$ cat config.mk
export PLATFORM = sky130hd
export DESIGN_NAME = serial_rx_core
export DESIGN_NICKNAME = d
export VERILOG_FILES = /design/src/rtl/serial_rx_pkg.sv /design/src/rtl/rx_tick_sync.sv /design/src/rtl/rx_frame_decoder.sv /design/src/rtl/rx_wake_gate.sv /design/src/rtl/rx_char_fifo.sv /design/src/rtl/serial_rx_core.sv
export SDC_FILE = /design/constraint.sdc
export NUM_CORES = 1
export LEC_CHECK = 0
export BUFFER_PORTS_ARGS = -buffer_cell sky130_fd_sc_hd__clkbuf_2
export CORE_MARGIN = 2
export CORE_UTILIZATION = 55
export CTS_CLUSTER_SIZE = 40
export DETAILED_ROUTE_END_ITERATION = 7
export PLACE_DENSITY = 0.74
export SYNTH_ARGS = -nofsm -noshare
export SYNTH_HDL_FRONTEND = slang
export SYNTH_SLANG_ARGS = --single-unit
$ cat constraint.sdc
create_clock -name clk -period 2.55 [get_ports clk]
set_input_delay 0.255 -clock clk [delete_from_list [all_inputs] [get_ports clk]]
set_output_delay 0.255 -clock clk [all_outputs]
set_load 0.03 [all_outputs]
$ cat src/rtl/serial_rx_pkg.sv
// Shared constants and the decoder state type for the serial receiver.
// Assumes a fixed 16x oversampling with the vote taken on ticks 7, 8 and 9.
package serial_rx_pkg;

    localparam int OVERSAMPLE  = 16;
    localparam int VOTE_FIRST  = 7;
    localparam int IDLE_BITS   = 10;
    localparam int IDLE_TICKS  = IDLE_BITS * OVERSAMPLE;

    localparam logic [1:0] PAR_EVEN  = 2'b01;
    localparam logic [1:0] PAR_ODD   = 2'b10;
    localparam logic [1:0] WAKE_IDLE = 2'b01;
    localparam logic [1:0] WAKE_ADDR = 2'b10;

    typedef enum logic [2:0] {
        ST_IDLE,
        ST_START,
        ST_DATA,
        ST_ADDR,
        ST_PAR,
        ST_STOP1,
        ST_STOP2,
        ST_HOLD
    } rx_state_e;

endpackage

$ cat src/rtl/rx_tick_sync.sv
// Brings the asynchronous line into the clock domain and produces the
// oversampling tick. Assumes the divisor only changes while the line is idle.
module rx_tick_sync #(
    parameter int DIV_W = 16
) (
    input  logic             clk,
    input  logic             rst_n,
    input  logic             line_async,
    input  logic [DIV_W-1:0] div,
    output logic             line_s,
    output logic             tick
);

    logic             meta_q;
    logic             sync_q;
    logic [DIV_W-1:0] div_cnt;

    // two-flop synchronizer, reset to the idle level
    always_ff @(posedge clk) begin
        if (!rst_n) begin
            meta_q <= 1'b1;
            sync_q <= 1'b1;
        end else begin
            meta_q <= line_async;
            sync_q <= meta_q;
        end
    end

    // divisor counter: one tick each div+1 clocks
    always_ff @(posedge clk) begin
        if (!rst_n) begin
            div_cnt <= '0;
            tick    <= 1'b0;
        end else if (div_cnt >= div) begin
            div_cnt <= '0;
            tick    <= 1'b1;
        end else begin
            div_cnt <= div_cnt + 1'b1;
            tick    <= 1'b0;
        end
    end

    assign line_s = sync_q;

endmodule

$ cat src/rtl/rx_frame_decoder.sv
// Walks one serial frame tick by tick: start validation, data, optional
// address and parity bits, and stop bits. Reports each finished frame with
// a one-cycle pulse. Also measures the idle time that comes before each start bit.
// Assumes the format inputs are held steady while a frame is in progress.
module rx_frame_decoder
    import serial_rx_pkg::*;
#(
    parameter int DATA_W = 8
) (
    input  logic              clk,
    input  logic              rst_n,
    input  logic              tick,
    input  logic              line,
    input  logic [2:0]        data_len,
    input  logic [1:0]        parity_mode,
    input  logic              two_stop,
    input  logic              addr_bit_en,
    output logic              done,
    output logic [DATA_W-1:0] data,
    output logic              addr_bit,
    output logic              idle_addr,
    output logic              par_err,
    output logic              frm_err,
    output logic              brk
);

    localparam int ICW = $clog2(IDLE_TICKS + 1);
    localparam logic [ICW-1:0] IDLE_LIM = ICW'(IDLE_TICKS);
    localparam logic [3:0] T_V0   = 4'(VOTE_FIRST);
    localparam logic [3:0] T_V1   = 4'(VOTE_FIRST + 1);
    localparam logic [3:0] T_DEC  = 4'(VOTE_FIRST + 2);
    localparam logic [3:0] T_LAST = 4'(OVERSAMPLE - 1);

    rx_state_e         state;
    logic [3:0]        tcnt;
    logic [2:0]        bidx;
    logic              v7, v8;
    logic              par_acc, any_one, stop_bad;
    logic [ICW-1:0]    idle_cnt;
    logic              bit_v;
    logic              par_on, last_stop;
    rx_state_e         after_data;

    // majority of the three mid-bit samples
    assign bit_v = (v7 & v8) | (v7 & line) | (v8 & line);

    // format decode for the field sequence
    always_comb begin
        par_on    = (parity_mode == PAR_EVEN) || (parity_mode == PAR_ODD);
        last_stop = (state == ST_STOP2) || (state == ST_STOP1 && !two_stop);
        if (addr_bit_en)  after_data = ST_ADDR;
        else if (par_on)  after_data = ST_PAR;
        else              after_data = ST_STOP1;
    end

    // frame state machine advanced on sample ticks
    always_ff @(posedge clk) begin
        if (!rst_n) begin
            state     <= ST_IDLE;
            tcnt      <= '0;
            bidx      <= '0;
            v7        <= 1'b1;
            v8        <= 1'b1;
            par_acc   <= 1'b0;
            any_one   <= 1'b0;
            stop_bad  <= 1'b0;
            idle_cnt  <= '0;
            done      <= 1'b0;
            data      <= '0;
            addr_bit  <= 1'b0;
            idle_addr <= 1'b0;
            par_err   <= 1'b0;
            frm_err   <= 1'b0;
            brk       <= 1'b0;
        end else begin
            done <= 1'b0;
            if (tick) begin
                unique case (state)
                    ST_IDLE: begin
                        if (!line) begin
                            state     <= ST_START;
                            tcnt      <= 4'd1;
                            bidx      <= '0;
                            data      <= '0;
                            addr_bit  <= 1'b0;
                            par_acc   <= 1'b0;
                            any_one   <= 1'b0;
                            stop_bad  <= 1'b0;
                            idle_addr <= (idle_cnt >= IDLE_LIM);
                            idle_cnt  <= '0;
                        end else if (idle_cnt < IDLE_LIM) begin
                            idle_cnt <= idle_cnt + 1'b1;
                        end
                    end
                    ST_HOLD: begin
                        if (line) state <= ST_IDLE;
                    end
                    default: begin
                        tcnt <= tcnt + 1'b1;
                        if (tcnt == T_V0) v7 <= line;
                        if (tcnt == T_V1) v8 <= line;
                        if (tcnt == T_DEC) begin
                            unique case (state)
                                ST_START: if (bit_v) state <= ST_IDLE;
                                ST_DATA: begin
                                    data[bidx] <= bit_v;
                                    par_acc    <= par_acc ^ bit_v;
                                    any_one    <= any_one | bit_v;
                                end
                                ST_ADDR: begin
                                    addr_bit <= bit_v;
                                    par_acc  <= par_acc ^ bit_v;
                                    any_one  <= any_one | bit_v;
                                end
                                ST_PAR: begin
                                    par_acc <= par_acc ^ bit_v;
                                    any_one <= any_one | bit_v;
                                end
                                default: begin
                                    any_one  <= any_one | bit_v;
                                    stop_bad <= stop_bad | !bit_v;
                                    if (last_stop) begin
                                        done    <= 1'b1;
                                        brk     <= !(any_one | bit_v);
                                        frm_err <= (stop_bad | !bit_v) & (any_one | bit_v);
                                        par_err <= par_on & (par_acc ^ (parity_mode == PAR_ODD));
                                        state   <= (any_one | bit_v) ? ST_IDLE : ST_HOLD;
                                    end
                                end
                            endcase
                        end
                        if (tcnt == T_LAST) begin
                            unique case (state)
                                ST_START: state <= ST_DATA;
                                ST_DATA: begin
                                    if (bidx == data_len) state <= after_data;
                                    else                  bidx  <= bidx + 1'b1;
                                end
                                ST_ADDR:  state <= par_on ? ST_PAR : ST_STOP1;
                                ST_PAR:   state <= ST_STOP1;
                                default:  state <= ST_STOP2;
                            endcase
                        end
                    end
                endcase
            end
        end
    end

    // a frame takes many ticks, so two completions never abut
    p_done_gap_r1: assert property (@(posedge clk) disable iff (!rst_n)
        done |=> !done);

    // a start bit that votes high returns the decoder to idle
    p_glitch_reject_r6: assert property (@(posedge clk) disable iff (!rst_n)
        (tick && state == ST_START && tcnt == T_DEC && bit_v) |=> (state == ST_IDLE && !done));

endmodule

$ cat src/rtl/rx_wake_gate.sv
// Decides, for each finished frame, whether it reaches the queue under the
// selected multiprocessor wakeup scheme. Holds the sleep state.
// Assumes done is a single-cycle pulse.
module rx_wake_gate
    import serial_rx_pkg::*;
(
    input  logic       clk,
    input  logic       rst_n,
    input  logic       done,
    input  logic       brk,
    input  logic       addr_bit,
    input  logic       idle_addr,
    input  logic [1:0] wake_mode,
    input  logic       sleep_req,
    output logic       store,
    output logic       awake
);

    logic sleeping;
    logic filter_on;
    logic is_addr;

    // classify the finished frame
    always_comb begin
        filter_on = (wake_mode == WAKE_IDLE) || (wake_mode == WAKE_ADDR);
        unique case (wake_mode)
            WAKE_ADDR: is_addr = addr_bit;
            WAKE_IDLE: is_addr = idle_addr;
            default:   is_addr = 1'b0;
        endcase
        store = done && !brk && (!filter_on || !sleeping || is_addr);
    end

    // sleep state: set by request, cleared by a received address frame
    always_ff @(posedge clk) begin
        if (!rst_n)                          sleeping <= 1'b1;
        else if (done && !brk && is_addr)    sleeping <= 1'b0;
        else if (sleep_req)                  sleeping <= 1'b1;
    end

    assign awake = !sleeping;

    // a sleeping receiver under a wake scheme drops non-address frames
    p_sleep_drop_r11: assert property (@(posedge clk) disable iff (!rst_n)
        (done && filter_on && sleeping && !is_addr) |-> !store);

endmodule

$ cat src/rtl/rx_char_fifo.sv
// Show-ahead first-in-first-out queue for received characters.
// Assumes callers gate pop with not-empty. A push while full is discarded here.
module rx_char_fifo #(
    parameter int DEPTH = 16,
    parameter int WIDTH = 8
) (
    input  logic                     clk,
    input  logic                     rst_n,
    input  logic                     push,
    input  logic [WIDTH-1:0]         wdata,
    input  logic                     pop,
    output logic [WIDTH-1:0]         rdata,
    output logic                     full,
    output logic                     empty,
    output logic [$clog2(DEPTH):0]   count
);

    localparam int AW = $clog2(DEPTH);
    localparam logic [AW:0] DEPTH_C = (AW+1)'(DEPTH);

    logic [WIDTH-1:0] mem [DEPTH];
    logic [AW-1:0]    wr_ptr, rd_ptr;
    logic             do_push, do_pop;

    assign full    = (count == DEPTH_C);
    assign empty   = (count == '0);
    assign do_push = push && !full;
    assign do_pop  = pop && !empty;
    assign rdata   = mem[rd_ptr];

    // storage write
    always_ff @(posedge clk) begin
        if (do_push) mem[wr_ptr] <= wdata;
    end

    // pointer and level bookkeeping
    always_ff @(posedge clk) begin
        if (!rst_n) begin
            wr_ptr <= '0;
            rd_ptr <= '0;
            count  <= '0;
        end else begin
            if (do_push) wr_ptr <= (wr_ptr == AW'(DEPTH - 1)) ? '0 : wr_ptr + 1'b1;
            if (do_pop)  rd_ptr <= (rd_ptr == AW'(DEPTH - 1)) ? '0 : rd_ptr + 1'b1;
            count <= count + (AW+1)'(do_push) - (AW+1)'(do_pop);
        end
    end

    // a push into a full queue leaves its level unchanged
    p_no_overflow_r3: assert property (@(posedge clk) disable iff (!rst_n)
        (push && full && !pop) |=> (count == $past(count)));

    // popping an empty queue never wraps the level
    p_no_underflow_r3: assert property (@(posedge clk) disable iff (!rst_n)
        (pop && empty && !push) |=> (count == '0));

endmodule

$ cat src/rtl/serial_rx_core.sv
// Top of the serial receiver: tick generation, frame decoding, wakeup
// filtering, character queue, sticky error flags and interrupt.
// Assumes format and wake settings change only while the line is idle.
module serial_rx_core
    import serial_rx_pkg::*;
#(
    parameter int FIFO_DEPTH = 16,
    parameter int DATA_W     = 8,
    parameter int DIV_W      = 16
) (
    input  logic                         clk,
    input  logic                         rst_n,
    input  logic                         rx_line,
    input  logic [DIV_W-1:0]             baud_div,
    input  logic [2:0]                   data_len,
    input  logic [1:0]                   parity_mode,
    input  logic                         two_stop,
    input  logic [1:0]                   wake_mode,
    input  logic                         sleep_req,
    input  logic                         rd_en,
    input  logic                         clr_flags,
    input  logic                         rx_ie,
    output logic [DATA_W-1:0]            rd_data,
    output logic                         rx_ready,
    output logic [$clog2(FIFO_DEPTH):0]  fifo_count,
    output logic                         flag_parity,
    output logic                         flag_frame,
    output logic                         flag_overrun,
    output logic                         flag_break,
    output logic                         rx_error,
    output logic                         rx_irq,
    output logic                         awake
);

    logic              line_s, tick;
    logic              dec_done, dec_addr, dec_idle, dec_par, dec_frm, dec_brk;
    logic [DATA_W-1:0] dec_data;
    logic              store, fifo_full, fifo_empty;

    rx_tick_sync #(.DIV_W(DIV_W)) u_sync (
        .clk        (clk),
        .rst_n      (rst_n),
        .line_async (rx_line),
        .div        (baud_div),
        .line_s     (line_s),
        .tick       (tick)
    );

    rx_frame_decoder #(.DATA_W(DATA_W)) u_dec (
        .clk         (clk),
        .rst_n       (rst_n),
        .tick        (tick),
        .line        (line_s),
        .data_len    (data_len),
        .parity_mode (parity_mode),
        .two_stop    (two_stop),
        .addr_bit_en (wake_mode == WAKE_ADDR),
        .done        (dec_done),
        .data        (dec_data),
        .addr_bit    (dec_addr),
        .idle_addr   (dec_idle),
        .par_err     (dec_par),
        .frm_err     (dec_frm),
        .brk         (dec_brk)
    );

    rx_wake_gate u_wake (
        .clk       (clk),
        .rst_n     (rst_n),
        .done      (dec_done),
        .brk       (dec_brk),
        .addr_bit  (dec_addr),
        .idle_addr (dec_idle),
        .wake_mode (wake_mode),
        .sleep_req (sleep_req),
        .store     (store),
        .awake     (awake)
    );

    rx_char_fifo #(.DEPTH(FIFO_DEPTH), .WIDTH(DATA_W)) u_fifo (
        .clk   (clk),
        .rst_n (rst_n),
        .push  (store),
        .wdata (dec_data),
        .pop   (rd_en && rx_ready),
        .rdata (rd_data),
        .full  (fifo_full),
        .empty (fifo_empty),
        .count (fifo_count)
    );

    assign rx_ready = !fifo_empty;

    // sticky error flags: new events win over a clear in the same cycle
    always_ff @(posedge clk) begin
        if (!rst_n) begin
            flag_parity  <= 1'b0;
            flag_frame   <= 1'b0;
            flag_overrun <= 1'b0;
            flag_break   <= 1'b0;
        end else begin
            flag_parity  <= (flag_parity  && !clr_flags) || (store && dec_par);
            flag_frame   <= (flag_frame   && !clr_flags) || (store && dec_frm);
            flag_overrun <= (flag_overrun && !clr_flags) || (store && fifo_full);
            flag_break   <= (flag_break   && !clr_flags) || (dec_done && dec_brk);
        end
    end

    assign rx_error = flag_parity | flag_frame | flag_overrun | flag_break;
    assign rx_irq   = (rx_ie & (rx_ready | flag_parity | flag_frame | flag_overrun))
                    | flag_break;

    // overrun stays set until cleared
    p_overrun_sticky_r9: assert property (@(posedge clk) disable iff (!rst_n)
        (flag_overrun && !clr_flags) |=> flag_overrun);

    // a break never produces a queue write
    p_break_nowrite_r10: assert property (@(posedge clk) disable iff (!rst_n)
        (dec_done && dec_brk) |-> !store);

    // break interrupt ignores the enable
    p_break_irq_r13: assert property (@(posedge clk) disable iff (!rst_n)
        flag_break |-> rx_irq);

endmodule

== Word level (Yosys, flattened, before mapping) ==
Memory sizes are Yosys's and may differ from the RTL's. A register that Yosys moved wholly into a read port is not among the register bits.
Cells that the tools add are included.

* Register bits: 74
* Memories: 1
* Output and inout bits: 21
* RAM bits: 128

{| class="wikitable"
|+ Memory list
! memory !! words !! width !! rd ports !! clocked after memory_dff !! write ports !! line !! RTL
|-
| u_fifo.mem || 16 || 8 || 1 || 1 || 1 || rx_char_fifo.sv:21 || <nowiki>logic [WIDTH-1:0] mem [DEPTH];</nowiki>
|}

* Equality and inequality tests: 25
* $lt $le $gt $ge: 5
* Bitwise gates (word level): 26
* Multiplexer cells: 53
* Add/sub/neg operators: 8
* Reduce and logical (&&, ||, !) cells: 60

{| class="wikitable"
|+ Operator list
! kind !! number
|-
| 8-bit 2-to-1 mux || 5
|-
| 3-bit 2-to-1 mux || 13
|-
| 5-bit AND reduction || 6
|-
| 4-bit equality test, second input constant || 5
|-
| 4-bit 2-to-1 mux || 5
|-
| 3-bit case mux with 2 select lines || 3
|-
| 3-bit AND reduction || 6
|-
| 1-bit 2-to-1 mux || 17
|-
| 16-bit by 1-bit adder with 16-bit output, second input constant || 1
|-
| 16-bit greater-or-equal comparator || 1
|-
| 1-bit logical AND || 16
|-
| 8-bit case mux with 2 select lines || 1
|-
| 4-bit by 1-bit adder with 4-bit output, second input constant || 3
|-
| 3-bit equality test, second input constant || 4
|-
| 3-bit case mux with 4 select lines || 1
|-
| 2-bit nonzero test || 6
|-
| 1-bit OR || 11
|-
| 1-bit case mux with 2 select lines || 5
|-
| 1-bit logical NOT || 9
|-
| 1-bit logical OR || 9
|-
| 9-bit OR reduction || 1
|-
| 8-bit by 1-bit adder with 8-bit output, second input constant || 1
|-
| 8-bit bitwise mux || 1
|-
| 8-bit greater-or-equal comparator, second input constant || 1
|-
| other kinds (26) || 46
|}

== Logic depth before layout (Yosys ltp) ==
Gate-level depths: netlist (run 1).

* Depth in word-level cells: 12
* Mapped depth: 13
* Gate-level depth less buffers: 13

== Hierarchy ==
A second synthesis (run 1) with hierarchy kept.

* Cells, all modules: 757
* Area total of the unflattened synthesis: 9535.4 µm²

{| class="wikitable"
|+ By module, submodules not included
! module !! area an instance (µm²) !! seq. area each (µm²) !! instances !! cells an instance
|-
| rx_char_fifo || 5838.1 || 4184.0 || 1 || 305
|-
| rx_frame_decoder || 2250.9 || 740.7 || 1 || 286
|-
| rx_tick_sync || 1131.1 || 380.4 || 1 || 131
|-
| serial_rx_core || 193.9 || 80.1 || 1 || 22
|-
| rx_wake_gate || 121.4 || 20.0 || 1 || 13
|}

== Worst setup path after synthesis (run 1) ==
Ideal clock, no wire load.

* Kind: register to register
* Start point: reg u_fifo.count[3]
* End point: reg u_fifo.count[4]
* Path buffers: 0
* Data arrival time: 2.987 ns
* Data required time: 2.434 ns
* Cell stages (with the launch flop): 14
* Path slack: -0.553 ns
* Period minus slack after synthesis: 3.103 ns
* Setup time: 0.116 ns
* Cells stage by stage: dfxtp_1 -> inv_1 -> ha_1 -> or4b_1 -> nand2_1 -> inv_1 -> ha_1 -> inv_1 -> ha_1 -> fa_1 -> a21oi_1 -> nor2_1 -> nor3_1 -> and3b_1

* Word-level cells in the longest chain between the ends: 5

{| class="wikitable"
|+ Ends and longest elaborated chain
! item !! line !! RTL
|-
| from (decl) || rx_char_fifo.sv:15 || <nowiki>output logic [$clog2(DEPTH):0] count</nowiki>
|-
| from (signal assigned) || rx_char_fifo.sv:45 || <nowiki>count <= count + (AW+1)'(do_push) - (AW+1)'(do_pop);</nowiki>
|-
| 5-bit logical NOT * || rx_char_fifo.sv:26 || <nowiki>assign empty = (count == '0);</nowiki>
|-
| 1-bit logical NOT * || serial_rx_core.sv:92 || <nowiki>assign rx_ready = !fifo_empty;</nowiki>
|-
| named net rx_ready || serial_rx_core.sv:24 || <nowiki>output logic rx_ready,</nowiki>
|-
| 1-bit logical AND || serial_rx_core.sv:85 || <nowiki>.pop (rd_en && rx_ready),</nowiki>
|-
| 1-bit logical AND * || rx_char_fifo.sv:28 || <nowiki>assign do_pop = pop && !empty;</nowiki>
|-
| named net u_fifo.do_pop || rx_char_fifo.sv:23 || <nowiki>logic do_push, do_pop;</nowiki>
|-
| 5-bit by 1-bit subtractor with 5-bit output * || rx_char_fifo.sv:45 ||
|}

Mark *: on every way through the listed nets, which the timed path passes. The rest lies on a longest branch.
A chain may end at the register's enable or synchronous reset.

== Final worst setup path (run 1) ==
* Start point: reg u_fifo.count[2]
* End point: reg u_fifo.count[4]

* Word-level cells in the longest chain between the ends: 5

{| class="wikitable"
|+ Ends and longest elaborated chain
! item !! line
|-
| 5-bit logical NOT * || rx_char_fifo.sv:26
|-
| 1-bit logical NOT * || rx_char_fifo.sv:28, serial_rx_core.sv:92
|-
| 1-bit logical AND || serial_rx_core.sv:85
|-
| 1-bit logical AND * || rx_char_fifo.sv:28
|-
| named net u_fifo.do_pop || rx_char_fifo.sv:23
|-
| 5-bit by 1-bit subtractor with 5-bit output * || rx_char_fifo.sv:45
|}

Marked as above.

==> results of run 1 <==
[timing repair]
| item | in CTS | in global routing |
|---|---|---|
| gates resized for setup | 25 | 17 |
| hold endpoints to repair | 2 | 0 |
| setup buffers | 3 | 2 |
| cloned | 1 | 1 |
| pin swaps | 6 | 7 |
| endpoints found under the setup margin | 10 | 10 |
| hold buffers | 2 | 0 |
[tightest hold or removal path, stage by stage]
cell and delay, ps:
clkbuf_2 110, nand2b_1 90, a21boi_0 70
[power breakdown]
| part | leakage (nW) | internal (mW) | total, mW | switching [mW] |
|---|---|---|---|---|
| clock | 0.376 | 2.12 | 3.38 | 1.26 |
| combinational | 1.89 | 0.657 | 1.30 | 0.647 |
| sequential | 2.12 | 3.57 | 3.65 | 0.0798 |
| total | 4.39 | 6.35 | 8.33 | 1.98 |
[worst paths after layout]
path / from / to / slack (ps) / cells after the start
setup reg to reg: u_fifo.count[2] / u_fifo.count[4] / -140 / 13
hold reg to reg: u_sync.meta_q / u_sync.line_s / 420 / 1
hold / removal: clr_flags / flag_break / 80 / 3
setup / recovery: u_fifo.count[2] / u_fifo.count[4] / -140 / 13
[cell type report]
class	instances	area (um^2)
clock inverter	16	236
tap	220	275
sequential	206	5420
timing repair buffer	92	718
multi-input combinational	428	3580
clock buffer	22	529
inverter	39	156
fill	1207	5550
[sequential cells by signal, summed over array words and instances (netlist names), 3 cells and up, named ones only]
signal / cells
u_fifo.mem: 128
u_sync.div_cnt: 16
u_dec.data: 8
u_dec.idle_cnt: 8
u_fifo.count: 5
u_dec.tcnt: 4
u_fifo.rd_ptr: 4
u_fifo.wr_ptr: 4
u_dec.bidx: 3
u_dec.state: 3
[placed cells by master, fill, tap and decap left out, types with 25 or more instances in the layout]
cell,Yosys,layout
nor3_1,26,25
clkbuf_2,0,43
nand2_1,53,52
inv_1,39,35
edfxtp_1,128,128
ha_1,37,34
mux4_2,40,40
buf_4,0,32
nor2_1,37,36
dfxtp_1,78,75
[per-layer routing]
metal	track usage, %	up-vias	wire [um]
met3	3.46	34	910
met1	29.0	2987	8030
li1	-	2787	-
met2	40.7	172	10400
met4	7.21	0	496
met5	0	-	0
[per-stage QoR]
stage	instances	setup slack, ps	power, mW	hold slack, ps
floorplan	707	-145	4.40	356
global route	1023	-211	8.63	88.0
global placement	976	-2.10	4.71	400
detailed placement	976	-158	4.77	407
CTS	1020	-101	8.28	79.9
finish	1023	-141	8.33	84.2
[cell families (layout without fill, tap and decap cells)]
logic type,after synthesis,count (layout),share of synthesized area (%)
buffers and inverters,73,169,3.23
multiplexers,52,52,11.1
XOR/XNOR,30,30,2.85
flip-flops,206,206,58.6
adder cells (fa/ha/maj),39,39,5.34
AND/OR/NAND/NOR,216,216,12.2
AO/OA/AOI/OAI,91,91,6.67
==> results.json, run 1 <==
{
  "status": "complete, but fails checks",
  "via_per_inst": 5.85,
  "tns_ps": -651,
  "cts_sinks": 206,
  "yosysTopAreaCell": "edfxtp_1",
  "drtIter0Drc": 428,
  "wl_per_cell_um": 19.4,
  "ys.flop_type": "edfxtp_1",
  "ios": 52,
  "min-delay-path-class": "in -> reg",
  "yosys-top-cells-area": "edfxtp_1 42%, dfxtp_1 17%, mux4_2 9.8%",
  "final_core_util_pct": 66.3,
  "finalWorstSetupSlack_ps": -141,
  "ant_nets": 0,
  "synth_most_common_cell": "edfxtp_1",
  "peakVddDrop_v": 0.000773,
  "coreArea_um2": 16500,
  "syn_avg_cell_area_um2": 13.0,
  "crit_required_ps": 2940,
  "arrival_ps": 3080,
  "layout-drive-gt1-share_pct": 23.7,
  "grt_max_degree": 33,
  "htreeDepth": 1,
  "root_buffer": "clkbuf_16",
  "max_cap_violations": 0,
  "cts_made_buffers": 21,
  "failed_checks": "setup timing",
  "drt-total-wl_um": 19800,
  "final_max_slew_viol_count": 0,
  "path_class": "reg -> reg",
  "dpl_cell_area_um2": 9900,
  "rows": 47,
  "initial_utilization_pct": 56.0,
  "stdcell_area_um2": 10900,
  "slew_headroom_pct": 20.5,
  "path_delay_family": "simple AND/OR/NAND/NOR gates",
  "hpwl_um": 13100,
  "antenna_cells": 0,
  "drc_errors": 0,
  "syn-num-nets": 776,
  "grt_pass1_wl_um": 31600,
  "gpl.final_weighted_congestion": 0.832,
  "yosys.area.top_type_share_pct": 41.7,
  "die_h_um": 134,
  "antenna_found_initial": 0,
  "synth_seq_cells": 206,
  "dieArea_um2": 17800,
  "crit_path_end_kind": "flip-flop",
  "slowest_delay_ps": 480,
  "clkLatencyLatePin_ps": 500,
  "cts_buffer_depth": 3,
  "crit_chain": "inv_4, ha_4, or4b_4, nand2_4, inv_4, ha_4, inv_4, ha_4, fa_2, a21oi_2, nor2_2, nor3_2, and3b_2",
  "rsz0062_at_grt": "yes",
  "grt-ovfl-total": 0,
  "fin_crit_sh_pct": 106,
  "synthArstFlopShare_pct": 0,
  "worst_slew_pin_slew_ps": 1190,
  "leakagePower_nw": 4.39,
  "period_needed_ps": 2690,
  "cts.clk_slew.worst_paths_ps": 60,
  "synth_edf_count": 128,
  "nNetsFinal": 857,
  "dieWidth_um": 134,
  "hold_viol": 0,
  "cp_num_buf_inv": 3,
  "grt_usage_pct": 22.9,
  "io_buffers": 51,
  "setup_violations": 10,
  "startpoint_type": "flip-flop",
  "syn-cell-area_um2": 9220,
  "power.density_nw_per_um2": 763,
  "worstPathMaxFanout": 2,
  "ys_top_cells_by_count": "128 x edfxtp_1, 78 x dfxtp_1, 53 x nand2_1",
  "syn-instance-count": 707,
  "timing.fmax_mhz": 372,
  "seq_area_frac_synth_pct": 58.6,
  "crit_path_top_delay_cell": "or4b_4",
  "skew_ps": 12.4,
  "grt_pass1_vias": 6029,
  "synth.distinct_cells": 67,
  "cts_tree": "yes",
  "syn2layout_area_growth_pct": 18.4,
  "first_pass_iters": 5,
  "synth_warnings": 0,
  "vias": 5980
}
Power figures use the tool's default switching activity.
==> run 2: changes to the inputs <==
--- a/config.mk
+++ b/config.mk
@@ -13,4 +13,5 @@
 export PLACE_DENSITY = 0.74
 export SYNTH_ARGS = -nofsm -noshare
 export SYNTH_HDL_FRONTEND = slang
+export SYNTH_HIERARCHICAL = 1
 export SYNTH_SLANG_ARGS = --single-unit
==> results.json, run 2 <==
{
  "htreeDepth": 1,
  "largest_reg_flops": 128,
  "r2r-start": "u_fifo/count[2]",
  "worstPathMaxFanout": 3,
  "grt_pass1_vias": 6334,
  "path_delay_family": "simple AND/OR/NAND/NOR gates",
  "leakagePower_nw": 4.20,
  "syn2layout_area_growth_pct": 16.9,
  "antenna_cells": 0,
  "path_common_cell": "ha_4",
  "hpwl_um": 13400,
  "hold_viol": 0,
  "io_buffers": 51,
  "synth_top_family_by_area": "simple AND/OR/NAND/NOR gates",
  "die_h_um": 136,
  "yosysTopAreaCell": "edfxtp_1",
  "grt-ovfl-total": 0,
  "syn-instance-count": 757,
  "crit_required_ps": 2950,
  "rows": 48,
  "ys_top_cells_by_count": "128 x edfxtp_1, 78 x dfxtp_1, 52 x nand2_1, 52 x nor2_1, 44 x inv_1",
  "rsz0062_at_grt": "yes",
  "seq_area_frac_synth_pct": 56.7,
  "initial_utilization_pct": 55.7,
  "dieArea_um2": 18400,
  "cts_tree": "yes",
  "cp_num_buf_inv": 4,
  "seqCellArea_um2": 5410,
  "crit_path_end_kind": "flip-flop",
  "wl_per_cell_um": 18.7,
  "startpoint_type": "flip-flop",
  "drt-total-wl_um": 20200,
  "period_needed_ps": 2900,
  "grt_pass1_wl_um": 32000,
  "synth-xor-area-share_pct": 2.66,
  "status": "complete, but fails checks",
  "slowest_delay_ps": 490,
  "top_regs": "u_fifo/mem x128, u_sync/div_cnt x16",
  "setup_violations": 5,
  "power.density_nw_per_um2": 779,
  "arrival_ps": 3310,
  "critPathLaunch": "u_fifo/count[2]",
  "cts_buffer_depth": 3,
  "syn_avg_cell_area_um2": 12.6,
  "skew_ps": 24.0,
  "syn-cell-area_um2": 9540,
  "antenna_found_initial": 0,
  "dp_slack_ps": -412,
  "path_class": "reg -> reg",
  "ios": 52,
  "yosys-top-cells-area": "edfxtp_1 40%, dfxtp_1 16%, ha_1 4.9%",
  "layout-drive-gt1-share_pct": 20.8,
  "max_cap_violations": 0,
  "synth_compound_area_share_pct": 9.71,
  "muxShareOfSynthArea_pct": 8.75,
  "crit_chain": "inv_4, ha_4, or4b_4, inv_4, nor2b_4, nand2_2, inv_2, ha_4, inv_2, ha_4, fa_2, a21oi_2, nor2_1, or3_1, and3_1",
  "grt_max_degree": 36,
  "peakVddDrop_v": 0.000458,
  "first_pass_iters": 5,
  "fillers": 1226,
  "multi_input_area_um2": 3830,
  "coreArea_um2": 17100,
  "worst_slew_pin_slew_ps": 916,
  "synth_warnings": 6,
  "clkLatencyLatePin_ps": 510,
  "via_per_inst": 5.91,
  "gpl.final_weighted_congestion": 0.877,
  "timing.fmax_mhz": 344,
  "final_cell_mix": "128 x edfxtp_1, 75 x dfxtp_1, 52 x nor2_1",
  "path_depth": 15,
  "nNetsFinal": 910,
  "failed_checks": "setup timing",
  "crit_path_top_delay_cell": "or4b_4",
  "synth_seq_cells": 206,
  "r2r-end": "u_fifo/count[4]",
  "synth_fa_ha_area_share_pct": 5.17,
  "finalWorstSetupSlack_ps": -354,
  "yosys.area.top_type_share_pct": 40.3,
  "synthSimpleGateAreaFrac_pct": 13.1,
  "min-delay-path-class": "in -> reg",
  "synthArstFlopShare_pct": 0,
  "mostFrequentLayoutCell": "edfxtp_1",
  "slew_headroom_pct": 38.9,
  "cts_made_buffers": 22,
  "rr_worst_depth": 15,
  "drc_errors": 0,
  "dieWidth_um": 136,
  "cts_sinks": 206,
  "min-delay-start": "sleep_req",
  "fin_crit_sh_pct": 114,
  "cp-endpoint": "u_fifo/count[4]",
  "synth_most_common_cell": "edfxtp_1",
  "root_buffer": "clkbuf_16",
  "vias": 6378,
  "cts.clk_slew.worst_paths_ps": 60,
  "drtIter0Drc": 381,
  "grt_usage_pct": 22.3,
  "holdWs_ps": 22.7,
  "final_max_slew_viol_count": 0,
  "regMostFlops": "u_fifo/mem",
  "synth_edf_count": 128,
  "synth.distinct_cells": 77,
  "syn-num-nets": 826,
  "reg2reg_slack_ps": -350,
  "ant_nets": 0,
  "ys.flop_type": "edfxtp_1"
}
## run 2: cell type report
type / count / area share, %
multi-input cells: 473 / 34.4
clock inverters: 15 / 1.63
repair buffers: 94 / 6.27
well taps: 225 / 2.53
inverters: 44 / 1.55
clock buffers: 23 / 5.06
flip-flops and latches: 206 / 48.6
## run 2: through the flow
step | std cells | setup TNS (ps) | total power [mW] | instance area, um^2 | utilization [%]
after floorplan | 757 | -400 | 4.80 | 9570 | -
after global placement | 1033 | -393 | 5.20 | 10200 | 59.8
after detailed placement | 1033 | -570 | 5.26 | 10200 | 59.8
after CTS | 1077 | -715 | 8.70 | 11100 | 65.0
after global routing | 1080 | -1220 | 8.99 | 11100 | 65.1
final | 1080 | -896 | 8.68 | 11100 | 65.1
## run 2: cell families (layout without fill, tap and decap cells)
group,count (synthesis),count (layout)
simple gates,232,232
flops,206,206
compound gates,135,135
buf+inv,78,176
fa+ha+maj,39,39
mux,38,38
xor+xnor,29,29
## run 2: worst min path at each step
stage          depth (start not counted)  slack, ps         endpoint
2_1_floorplan                          1        330    u_sync/line_s
3_3_place_gp                           1        390    u_sync/line_s
3_5_place_dp                           1        400    u_sync/line_s
4_1_cts                                3          5  u_wake/sleeping
5_1_grt                                3          9  u_wake/sleeping
6_report                               3         20  u_wake/sleeping
## run 2: power breakdown
group          switching, mW  leakage (nW)  internal (mW)  total (mW)
combinational          0.887          2.02          0.903        1.79
sequential            0.0629          1.82           3.57        3.63
clock                   1.26         0.363           2.00        3.26
total                   2.21          4.20           6.47        8.68
## run 2: tightest hold or removal path: stages
cell       delay [ps]
clkbuf_2           80
nor2_1             40
a2bb2oi_2         110
## run 2: layer usage
metal | vias up | track usage [%] | wire [um]
met3 | 41 | 3.33 | 1010
li1 | 2984 | - | -
met2 | 204 | 39.7 | 10400
met4 | 0 | 6.25 | 490
met5 | - | 0 | 0
met1 | 3149 | 28.4 | 8300
## run 2: repair_timing
action,CTS,global route
pin swaps,8,0
endpoints found under the setup margin,9,9
hold buffers,1,0
cloned,1,0
resized for setup,13,4
setup buffers,5,3
hold endpoints to repair,1,0
